<file path="config.mk">
export PLATFORM = sky130hd
export DESIGN_NAME = dac_align_seq
export DESIGN_NICKNAME = d
export VERILOG_FILES = /design/src/rtl/dac_align_pkg.sv /design/src/rtl/dac_align_shadow.sv /design/src/rtl/dac_align_timer.sv /design/src/rtl/dac_align_wrport.sv /design/src/rtl/dac_align_seq.sv
export SDC_FILE = /design/constraint.sdc
export NUM_CORES = 1
export LEC_CHECK = 0
export BUFFER_PORTS_ARGS = -buffer_cell sky130_fd_sc_hd__buf_2
export CORE_MARGIN = 4
export CORE_UTILIZATION = 39
export CTS_CLUSTER_SIZE = 28
export DETAILED_ROUTE_END_ITERATION = 12
export GPL_ROUTABILITY_DRIVEN = 0
export PLACE_DENSITY = 0.83
export SLEW_MARGIN = 40
export SYNTH_ARGS = -nofsm -noshare
export SYNTH_HDL_FRONTEND = slang
export SYNTH_SLANG_ARGS = --single-unit
</file>
<file path="constraint.sdc">
create_clock -name clk -period 1.2 [get_ports clk]
set_clock_uncertainty 0.05 [all_clocks]
set_input_delay 0.18 -clock clk [delete_from_list [all_inputs] [get_ports clk]]
set_output_delay 0.18 -clock clk [all_outputs]
set_load 0.01 [all_outputs]
</file>
<file path="src/rtl/dac_align_pkg.sv">
// Package: shared state encoding and alignment bit positions.
// Assumes the converter configuration register is one byte wide.
package dac_align_pkg;

    localparam int ALIGN_HI_BIT = 5;   // bit set in the second write
    localparam int ALIGN_LO_BIT = 4;   // bit kept clear in both writes
    localparam int CFG_BYTE_W   = 8;

    typedef enum logic [2:0] {
        ST_IDLE  = 3'd0,
        ST_PREP  = 3'd1,
        ST_WCLR  = 3'd2,
        ST_PHI   = 3'd3,
        ST_PLO   = 3'd4,
        ST_WSET  = 3'd5,
        ST_SHI   = 3'd6
    } seq_state_t;

endpackage

</file>
<file path="src/rtl/dac_align_shadow.sv">
// Module: builds the two configuration bytes from a shadow default.
// Assumes the default is a compile-time constant; only the two alignment
// bits differ between the bytes, every other bit copies the default.
module dac_align_shadow
    import dac_align_pkg::*;
#(
    parameter logic [CFG_BYTE_W-1:0] CFG_DEFAULT = 8'hB6
) (
    output logic [CFG_BYTE_W-1:0] clr_byte_o,
    output logic [CFG_BYTE_W-1:0] set_byte_o
);

    for (genvar b = 0; b < CFG_BYTE_W; b++) begin : g_bit
        if (b == ALIGN_HI_BIT) begin : g_hi
            // upper alignment bit: cleared first, then set
            assign clr_byte_o[b] = 1'b0;
            assign set_byte_o[b] = 1'b1;
        end else if (b == ALIGN_LO_BIT) begin : g_lo
            // lower alignment bit: cleared in both writes
            assign clr_byte_o[b] = 1'b0;
            assign set_byte_o[b] = 1'b0;
        end else begin : g_keep
            // untouched bit follows the shadow default
            assign clr_byte_o[b] = CFG_DEFAULT[b];
            assign set_byte_o[b] = CFG_DEFAULT[b];
        end
    end

endmodule

</file>
<file path="src/rtl/dac_align_timer.sv">
// Module: up-counter that flags the last cycle of a programmable window.
// Assumes limit >= 1 and that clear is held while limit changes.
module dac_align_timer #(
    parameter int CNT_W = 4
) (
    input  logic             clk,
    input  logic             rst_n,
    input  logic             clear_i,
    input  logic [CNT_W-1:0] limit_i,
    output logic             expired_o
);

    logic [CNT_W-1:0] cnt;

    assign expired_o = (cnt == limit_i - 1'b1);

    // count cycles of the window, stop at the last one
    always_ff @(posedge clk) begin
        if (!rst_n || clear_i) begin
            cnt <= '0;
        end else if (!expired_o) begin
            cnt <= cnt + 1'b1;
        end
    end

    assert_cnt_bound_R4: assert property (@(posedge clk) disable iff (!rst_n)
        cnt < limit_i);

endmodule

</file>
<file path="src/rtl/dac_align_wrport.sv">
// Module: holds one register write request until the master acknowledges.
// Assumes the acknowledge is a single-cycle pulse given only while a
// request is pending.
module dac_align_wrport
    import dac_align_pkg::*;
#(
    parameter int                ADDR_W   = 5,
    parameter logic [ADDR_W-1:0] CFG_ADDR = '0
) (
    input  logic                  clk,
    input  logic                  rst_n,
    input  logic                  issue_i,
    input  logic [CFG_BYTE_W-1:0] issue_data_i,
    input  logic                  ack_i,
    output logic                  req_o,
    output logic [ADDR_W-1:0]     addr_o,
    output logic [CFG_BYTE_W-1:0] data_o,
    output logic                  acked_o
);

    assign addr_o  = CFG_ADDR;
    assign acked_o = req_o && ack_i;

    // raise the request on issue, drop it when acknowledged
    always_ff @(posedge clk) begin
        if (!rst_n) begin
            req_o  <= 1'b0;
            data_o <= '0;
        end else if (issue_i) begin
            req_o  <= 1'b1;
            data_o <= issue_data_i;
        end else if (acked_o) begin
            req_o  <= 1'b0;
        end
    end

    assert_req_hold_R9: assert property (@(posedge clk) disable iff (!rst_n)
        (req_o && !ack_i) |=> (req_o && $stable(data_o)));

endmodule

</file>
<file path="src/rtl/dac_align_seq.sv">
// Module: top of the DAC FIFO alignment sequencer.
// Runs blank -> clear bits -> SYNC pulse -> set bit -> SYNC high.
// Assumes start_i is synchronous to clk; pulse widths are clamped to >= 4.
module dac_align_seq
    import dac_align_pkg::*;
#(
    parameter int                    ADDR_W      = 5,
    parameter logic [ADDR_W-1:0]     CFG_ADDR    = 5'h0A,
    parameter logic [CFG_BYTE_W-1:0] CFG_DEFAULT = 8'hB6,
    parameter int                    DATA_W      = 16,
    parameter int                    SYNC_HI_CYC = 6,
    parameter int                    SYNC_LO_CYC = 5
) (
    input  logic                  clk,
    input  logic                  rst_n,
    input  logic                  start_i,
    output logic                  wr_req_o,
    output logic [ADDR_W-1:0]     wr_addr_o,
    output logic [CFG_BYTE_W-1:0] wr_data_o,
    input  logic                  wr_ack_i,
    output logic                  sync_o,
    output logic                  zero_force_o,
    input  logic [DATA_W-1:0]     sample_i,
    output logic [DATA_W-1:0]     sample_o,
    output logic                  busy_o,
    output logic                  done_o
);

    localparam int HI_EFF  = (SYNC_HI_CYC < 4) ? 4 : SYNC_HI_CYC;
    localparam int LO_EFF  = (SYNC_LO_CYC < 4) ? 4 : SYNC_LO_CYC;
    localparam int MAX_EFF = (HI_EFF > LO_EFF) ? HI_EFF : LO_EFF;
    localparam int CNT_W   = $clog2(MAX_EFF + 1);
    localparam logic [CNT_W-1:0] HI_LIM = CNT_W'(HI_EFF);
    localparam logic [CNT_W-1:0] LO_LIM = CNT_W'(LO_EFF);

    seq_state_t            state;
    logic [CFG_BYTE_W-1:0] clr_byte;
    logic [CFG_BYTE_W-1:0] set_byte;
    logic                  issue;
    logic [CFG_BYTE_W-1:0] issue_data;
    logic                  acked;
    logic                  tmr_clear;
    logic [CNT_W-1:0]      tmr_limit;
    logic                  tmr_exp;

    dac_align_shadow #(.CFG_DEFAULT(CFG_DEFAULT)) u_shadow (
        .clr_byte_o (clr_byte),
        .set_byte_o (set_byte)
    );

    dac_align_wrport #(.ADDR_W(ADDR_W), .CFG_ADDR(CFG_ADDR)) u_wrport (
        .clk          (clk),
        .rst_n        (rst_n),
        .issue_i      (issue),
        .issue_data_i (issue_data),
        .ack_i        (wr_ack_i),
        .req_o        (wr_req_o),
        .addr_o       (wr_addr_o),
        .data_o       (wr_data_o),
        .acked_o      (acked)
    );

    dac_align_timer #(.CNT_W(CNT_W)) u_timer (
        .clk       (clk),
        .rst_n     (rst_n),
        .clear_i   (tmr_clear),
        .limit_i   (tmr_limit),
        .expired_o (tmr_exp)
    );

    // pick the timer window and restart it outside or at the end of a window
    always_comb begin
        tmr_limit = (state == ST_PLO) ? LO_LIM : HI_LIM;
        tmr_clear = !((state == ST_PHI) || (state == ST_PLO))
                    || ((state == ST_PHI) && tmr_exp);
    end

    // decide when a register write is launched and with which byte
    always_comb begin
        issue      = 1'b0;
        issue_data = clr_byte;
        if (state == ST_PREP) begin
            issue      = 1'b1;
            issue_data = clr_byte;
        end else if ((state == ST_PLO) && tmr_exp) begin
            issue      = 1'b1;
            issue_data = set_byte;
        end
    end

    // sequence state and registered pin drives
    always_ff @(posedge clk) begin
        if (!rst_n) begin
            state        <= ST_IDLE;
            sync_o       <= 1'b0;
            zero_force_o <= 1'b1;
            busy_o       <= 1'b0;
            done_o       <= 1'b0;
        end else begin
            done_o <= 1'b0;
            case (state)
                ST_IDLE: if (start_i) begin
                    state        <= ST_PREP;
                    busy_o       <= 1'b1;
                    sync_o       <= 1'b0;
                    zero_force_o <= 1'b1;
                end
                ST_PREP: state <= ST_WCLR;
                ST_WCLR: if (acked) begin
                    state  <= ST_PHI;
                    sync_o <= 1'b1;
                end
                ST_PHI: if (tmr_exp) begin
                    state  <= ST_PLO;
                    sync_o <= 1'b0;
                end
                ST_PLO: if (tmr_exp) state <= ST_WSET;
                ST_WSET: if (acked) begin
                    state  <= ST_SHI;
                    sync_o <= 1'b1;
                end
                ST_SHI: begin
                    state        <= ST_IDLE;
                    zero_force_o <= 1'b0;
                    busy_o       <= 1'b0;
                    done_o       <= 1'b1;
                end
                default: state <= ST_IDLE;
            endcase
        end
    end

    assign sample_o = zero_force_o ? '0 : sample_i;

    assert_force_while_busy_R2: assert property (@(posedge clk) disable iff (!rst_n)
        busy_o |-> zero_force_o);

    assert_start_levels_R2: assert property (@(posedge clk) disable iff (!rst_n)
        $rose(busy_o) |-> (!sync_o && zero_force_o && !wr_req_o));

    assert_bit4_clear_R3: assert property (@(posedge clk) disable iff (!rst_n)
        wr_req_o |-> !wr_data_o[ALIGN_LO_BIT]);

    assert_second_byte_R5: assert property (@(posedge clk) disable iff (!rst_n)
        (wr_req_o && (state == ST_WSET)) |-> wr_data_o[ALIGN_HI_BIT]);

    assert_done_single_R7: assert property (@(posedge clk) disable iff (!rst_n)
        done_o |=> !done_o);

    assert_release_after_sync_R7: assert property (@(posedge clk) disable iff (!rst_n)
        $fell(zero_force_o) |-> (done_o && sync_o && $past(sync_o) && !busy_o));

    assert_sync_hold_R6: assert property (@(posedge clk) disable iff (!rst_n)
        (sync_o && !busy_o) |=> (sync_o || busy_o));

    assert_wait_ack_R9: assert property (@(posedge clk) disable iff (!rst_n)
        (wr_req_o && !wr_ack_i) |=> $stable(sync_o));

endmodule

</file>
Yosys cells after proc, flatten, opt, wreduce, memory -nomap -nowiden
Cells that the tools add are included. Widths: inputs -> output; s select.

Reductions and logical operators: 16. Eq/ne operators: 13. Mux-type cells: 21. Add/subtract/negate cells: 2.

Operators by type and width (count): $pmux 3 s6 (1); $mux 16 (1); $mux 3 (5); $mux 6 (2); $ne 2x2->1 const B (5); $eq 3x3->1 const B (3); $mux 1 (9); $eq 3x2->1 const B (2); $reduce_and 5->1 (1); $reduce_and 4->1 (1); $reduce_bool 2->1 (2); $add 3x1->3 const B (1); $eq 3x1->1 const B (1); $eq 3x3->1 (1); $logic_and 1x1->1 (3); $logic_not 3->1 (1); $logic_or 1x1->1 (3); $pmux 1 s3 (1); $reduce_bool 3->1 (1); $sub 3x1->3 const B (1); $logic_not 1->1 (2); $mux 2 (1); $ne 2x1->1 const B (1); $pmux 1 s2 (1); 2 further kinds (2).

Logic and storage cells: 60. Bits in registers: 19. Output and inout port bits: 34. Bits of input ports: 20.

Logic depth before layout (Yosys ltp)
Depth after elaboration: 8. Mapped depth: 4. Depth with buffers taken out: 4.

Modules after synthesis
Synthesis repeated with hierarchy kept, for this count alone.

Cells, all modules: 155. Area total of the unflattened synthesis: 1407.6 µm².

By module, submodules not included: dac_align_seq (cells each 77, instances 1, sequential area each 140.1 µm², area an instance 658.1 µm²); dac_align_wrport (cells each 36, instances 1, sequential area each 180.2 µm², area an instance 386.6 µm²); dac_align_timer (cells each 24, instances 1, sequential area each 60.1 µm², area an instance 235.2 µm²); dac_align_shadow (cells each 18, instances 1, sequential area each 0.0 µm², area an instance 127.6 µm²).

Worst setup path before layout
No wires, ideal clock.

Path type: reg2reg. Start point: register u_timer.cnt[1]. End point: register u_timer.cnt[2]. Period minus slack after synthesis: 1160 ps. Path buffers: 0. Setup time: 128 ps. Path slack: 40 ps. Arrival: 982 ps. Cell stages (with the launch flop): 5. Required time: 1022 ps. Cell sequence: dfxtp_1 > ha_1 > nor2b_1 > o311ai_1 > a21oi_1.

Word-level cells in the longest chain between the ends: 4. Elaborated cells on any way between the ends: 5. Those cells by class: add/sub (1); eq/ne (1); reduce/logical (3).

RTL lines: from (decl) (RTL line dac_align_timer.sv:13) `logic [CNT_W-1:0] cnt;`; from (signal assigned) (RTL line dac_align_timer.sv:22) `cnt <= cnt + 1'b1;`; branches (longest 4 deep; another with $add 3x1->3).

Parallel ways; which one is timed is not known. A chain may end at the register's enable or synchronous reset.

Worst setup path in the final report
Start point: register zero_force_o. End point: output sample_o[13].

Word-level cells in the longest chain between the ends: 1.

RTL lines: from (decl) (RTL line dac_align_seq.sv:22) `output logic zero_force_o,`; from (signal assigned) (RTL line dac_align_seq.sv:96) `zero_force_o <= 1'b1;`; from (signal assigned) (RTL line dac_align_seq.sv:106) `zero_force_o <= 1'b1;`; from (signal assigned) (RTL line dac_align_seq.sv:124) `zero_force_o <= 1'b0;`; $mux 16 (RTL line dac_align_seq.sv:133) `assign sample_o = zero_force_o ? '0 : sample_i;`; to (decl) (RTL line dac_align_seq.sv:24) `output logic [DATA_W-1:0] sample_o,`.

Every way passes these cells.

==> results.tsv <==
stage	metric	value	unit
logic_synthesis	synth_edf_count	0	
critical_path	cp_num_buf_inv	2	
die	ios	54	
route	drc_errors	0	
clock_network	cts.sinks	13	
logic_synthesis	ys_top_cells_by_area	dfxtp_1 28%, nor2b_1 11%, buf_4 9.6%	
die	num_rows	17	
clock_network	clockBufferDepth	2	
critical_path	endpoint_kind	output port	
critical_path	worst_path_largest_cell_delay	0.34	ns
route	vias	991	
final_layout	layout.nets	189	
place	placed_area	1160	um^2
place	hpwl	1920	um
clock_network	ctsHoldBuffers	0	
clock_network	clock_latency	0.29	ns
hold_path	whs_path_depth	3	
final_layout	multi_input_area	599	um^2
timing	finalSetupViolations	14	
grt	grt_max_degree	14	
die	die_h	57.0	um
clock_network	cts_root_buf	clkbuf_4	
die	coreArea	2250	um^2
timing	period_minus_slack	1.26	ns
timing	hold_viol	0	
clock_network	cts_tree	built	
status	status	finished, violations left	
critical_path	reg2reg_depth	4	
logic_synthesis	synth.top_cell.area_share	0.278	
critical_path	reg2reg_from	u_timer.cnt[0]	
grt	gr-total-overflow	0	
final_layout	synthToLayoutAreaGrowth	39.0	%
power	ir_drop	0.402	mV
timing	finalMaxSlewViolations	0	
route	drt_iter0_drc	21	
power	power_leakage	0.605	nW
grt	grt_usage	0.146	
route	ant_nets	0	
logic_synthesis	synth_warnings	0	
route	detail_route.wl_per_cell	13.6	um
route	drt-pass1-iter-count	4	
final_layout	diodes	0	
critical_path	r2r_setup_slack	0.02	ns
clock_network	cts_buffers	3	
critical_path	start_kind	register	
hold_path	hp-start	wr_ack_i	
clock_network	path_clk_slew	0.09	ns
logic_synthesis	synth_top_area_cell	dfxtp_1	
route	routed_wirelength	2650	um
logic_synthesis	netlist_area	935	um^2
final_layout	drive_gt1_frac	0.491	
critical_path	cp_top_family	flip-flops	
critical_path	cp_cell_sequence	buf_6, nor2b_1, buf_2	
logic_synthesis	seq_area_frac_synth	0.278	
logic_synthesis	ys_async_sr_fraction	0	
timing	period_share	1.05	
place	io_buffers	44	
logic_synthesis	syn_inst	115	
critical_path	arrival	1.03	ns
timing	setup_tns	-0.302	ns
grt	antenna_found_initial	0	
run	drv_cap	0	
logic_synthesis	ys_types	38	
die	die_w	57.0	um
final_layout	register_area	278	um^2
timing	rsz0062_at_grt	yes	
power	powerDensity	755	nW/um^2
die	die_area	3240	um^2
critical_path	r2r-end	state[0]	
critical_path	crit_type	register to output port	
hold_path	hold_path_end	u_wrport.req_o	
logic_synthesis	synth-main-ff-cell	dfxtp_1	
clock_network	ctsHtreeMaxLevel	1	
final_layout	utilization	0.576	
hold_path	min_path_type	primary input to register	
logic_synthesis	syn_area_per_cell	8.13	um^2
critical_path	critPathRequiredTime	0.97	ns
status	violations	negative setup slack	
logic_synthesis	ys_ff_latch	13	
die	start_util	0.415	
critical_path	slowest_stage	dfxtp_2	
route	vias_per_cell	5.08	
final_layout	nFillCells	195	
final_layout	design_area	1300	um^2
timing	fin_ws	-0.0575	ns
grt	grt_pass1_vias	910	
critical_path	critPathMaxFanout	5	
grt	grt_pass1_wl	3800	um
timing	fmax	795	MHz
-- power breakdown --
part,internal (mW),switching [mW]
Clock,0.124,0.164
Combinational,0.104,0.110
Sequential,0.448,0.0301
Total,0.676,0.305
-- worst max path at each step --
stage / cells after the start / start / slack (ns) / end
6_report: 3 / zero_force_o / -0.06 / sample_o[13]
5_1_grt: 3 / zero_force_o / -0.09 / sample_o[13]
4_1_cts: 3 / zero_force_o / -0.05 / sample_o[3]
3_5_place_dp: 4 / u_timer.cnt[1] / -0.10 / u_timer.cnt[2]
3_3_place_gp: 3 / state[0] / -0.01 / u_timer.cnt[2]
2_1_floorplan: 4 / u_timer.cnt[1] / 0.04 / u_timer.cnt[2]
-- final cells by class --
| cell class | instances | share of cell area |
|---|---|---|
| clock buffers | 3 | 0.0173 |
| flip-flops and latches | 13 | 0.214 |
| inverters | 4 | 0.0116 |
| well taps | 28 | 0.0270 |
| clock inverters | 1 | 0.00385 |
| repair buffers | 58 | 0.265 |
| multi-input cells | 88 | 0.461 |
-- placed cells by master, fill, tap and decap left out, drive strengths merged --
cell and n:
mux2i 1, a221oi 1, nand3 1, a31oi 1, nor2b 17, nor3b 3, o32ai 1, o32a 1
nor2 5, clkbuf 3, o22ai 1, o21a 1, xnor2 1, nand2 10, ha 1, o21bai 1
and2b 1, and3b 2, a2111oi 2, o21ai 8, nand3b 2, buf 58, nor4b 1, a211oi 1
clkinv 1, dfxtp 13, a21oi 5, nor3 2, inv 4, a21o 2, conb 9, a22oi 1
o311ai 1, nand2b 5
-- stage by stage --
step / power (mW) / setup slack (ns) / instances / hold WS, ns
floorplan: 0.640 / 0.0399 / 122 / 0.308
global placement: 0.673 / -0.0148 / 187 / 0.416
detailed placement: 0.679 / -0.104 / 187 / 0.422
CTS: 0.975 / -0.0475 / 193 / 0.123
global route: 1.04 / -0.0915 / 195 / 0.131
finish: 0.980 / -0.0575 / 195 / 0.136
-- flip-flops by register name, indices dropped and copies added, names as in the netlist --
register,cells
busy_o,1
done_o,1
state,3
sync_o,1
u_timer.cnt,3
u_wrport.data_o,2
u_wrport.req_o,1
zero_force_o,1
-- kinds of logic (layout without fill, tap and decap cells) --
| group | after synthesis | count (layout) | share of synthesized area |
|---|---|---|---|
| multiplexers | 1 | 1 | 0.0107 |
| AND/OR/NAND/NOR | 49 | 49 | 0.312 |
| AO/OA/AOI/OAI | 27 | 27 | 0.217 |
| other | 2 | 9 | 0.00804 |
| adder cells (fa/ha/maj) | 1 | 1 | 0.0134 |
| XOR/XNOR | 1 | 1 | 0.00937 |
| buffers and inverters | 21 | 66 | 0.151 |
| flip-flops | 13 | 13 | 0.278 |
-- timing repair --
item / CTS / global route
endpoints found under the setup margin: 28 / 26
endpoints found under the hold margin: 0 / 0
gates resized for setup: 10 / 15
pin swaps: 0 / 2
buffers inserted: 1 / 1
gates cloned: 1 / 1
-- metal layers --
| metal | GRT usage | vias to the layer above | routed length, um |
|---|---|---|---|
| li1 | - | 478 | - |
| met1 | 0.144 | 458 | 977 |
| met2 | 0.264 | 51 | 1320 |
| met3 | 0.0566 | 4 | 309 |
| met4 | 0.0695 | 0 | 34 |
| met5 | 0 | - | 0 |
-- Yosys cell counts (all sizes together), types with 2 or more instances --
cell type,n
and3b,2
nor3b,3
nand2,10
a21o,2
nand2b,5
buf,16
a21oi,5
conb,2
inv,4
o21ai,8
nor2,5
dfxtp,13
nor2b,17
nor3,2
a2111oi,2
nand3b,2
-- worst min-delay path, delay by kind of cell --
kind / cells / cell delay [ns]
buffers and inverters: 1 / 0.11
AO/OA/AOI/OAI: 1 / 0.06
AND/OR/NAND/NOR: 1 / 0.10
No activity file was read; power rests on OpenSTA's default activity.
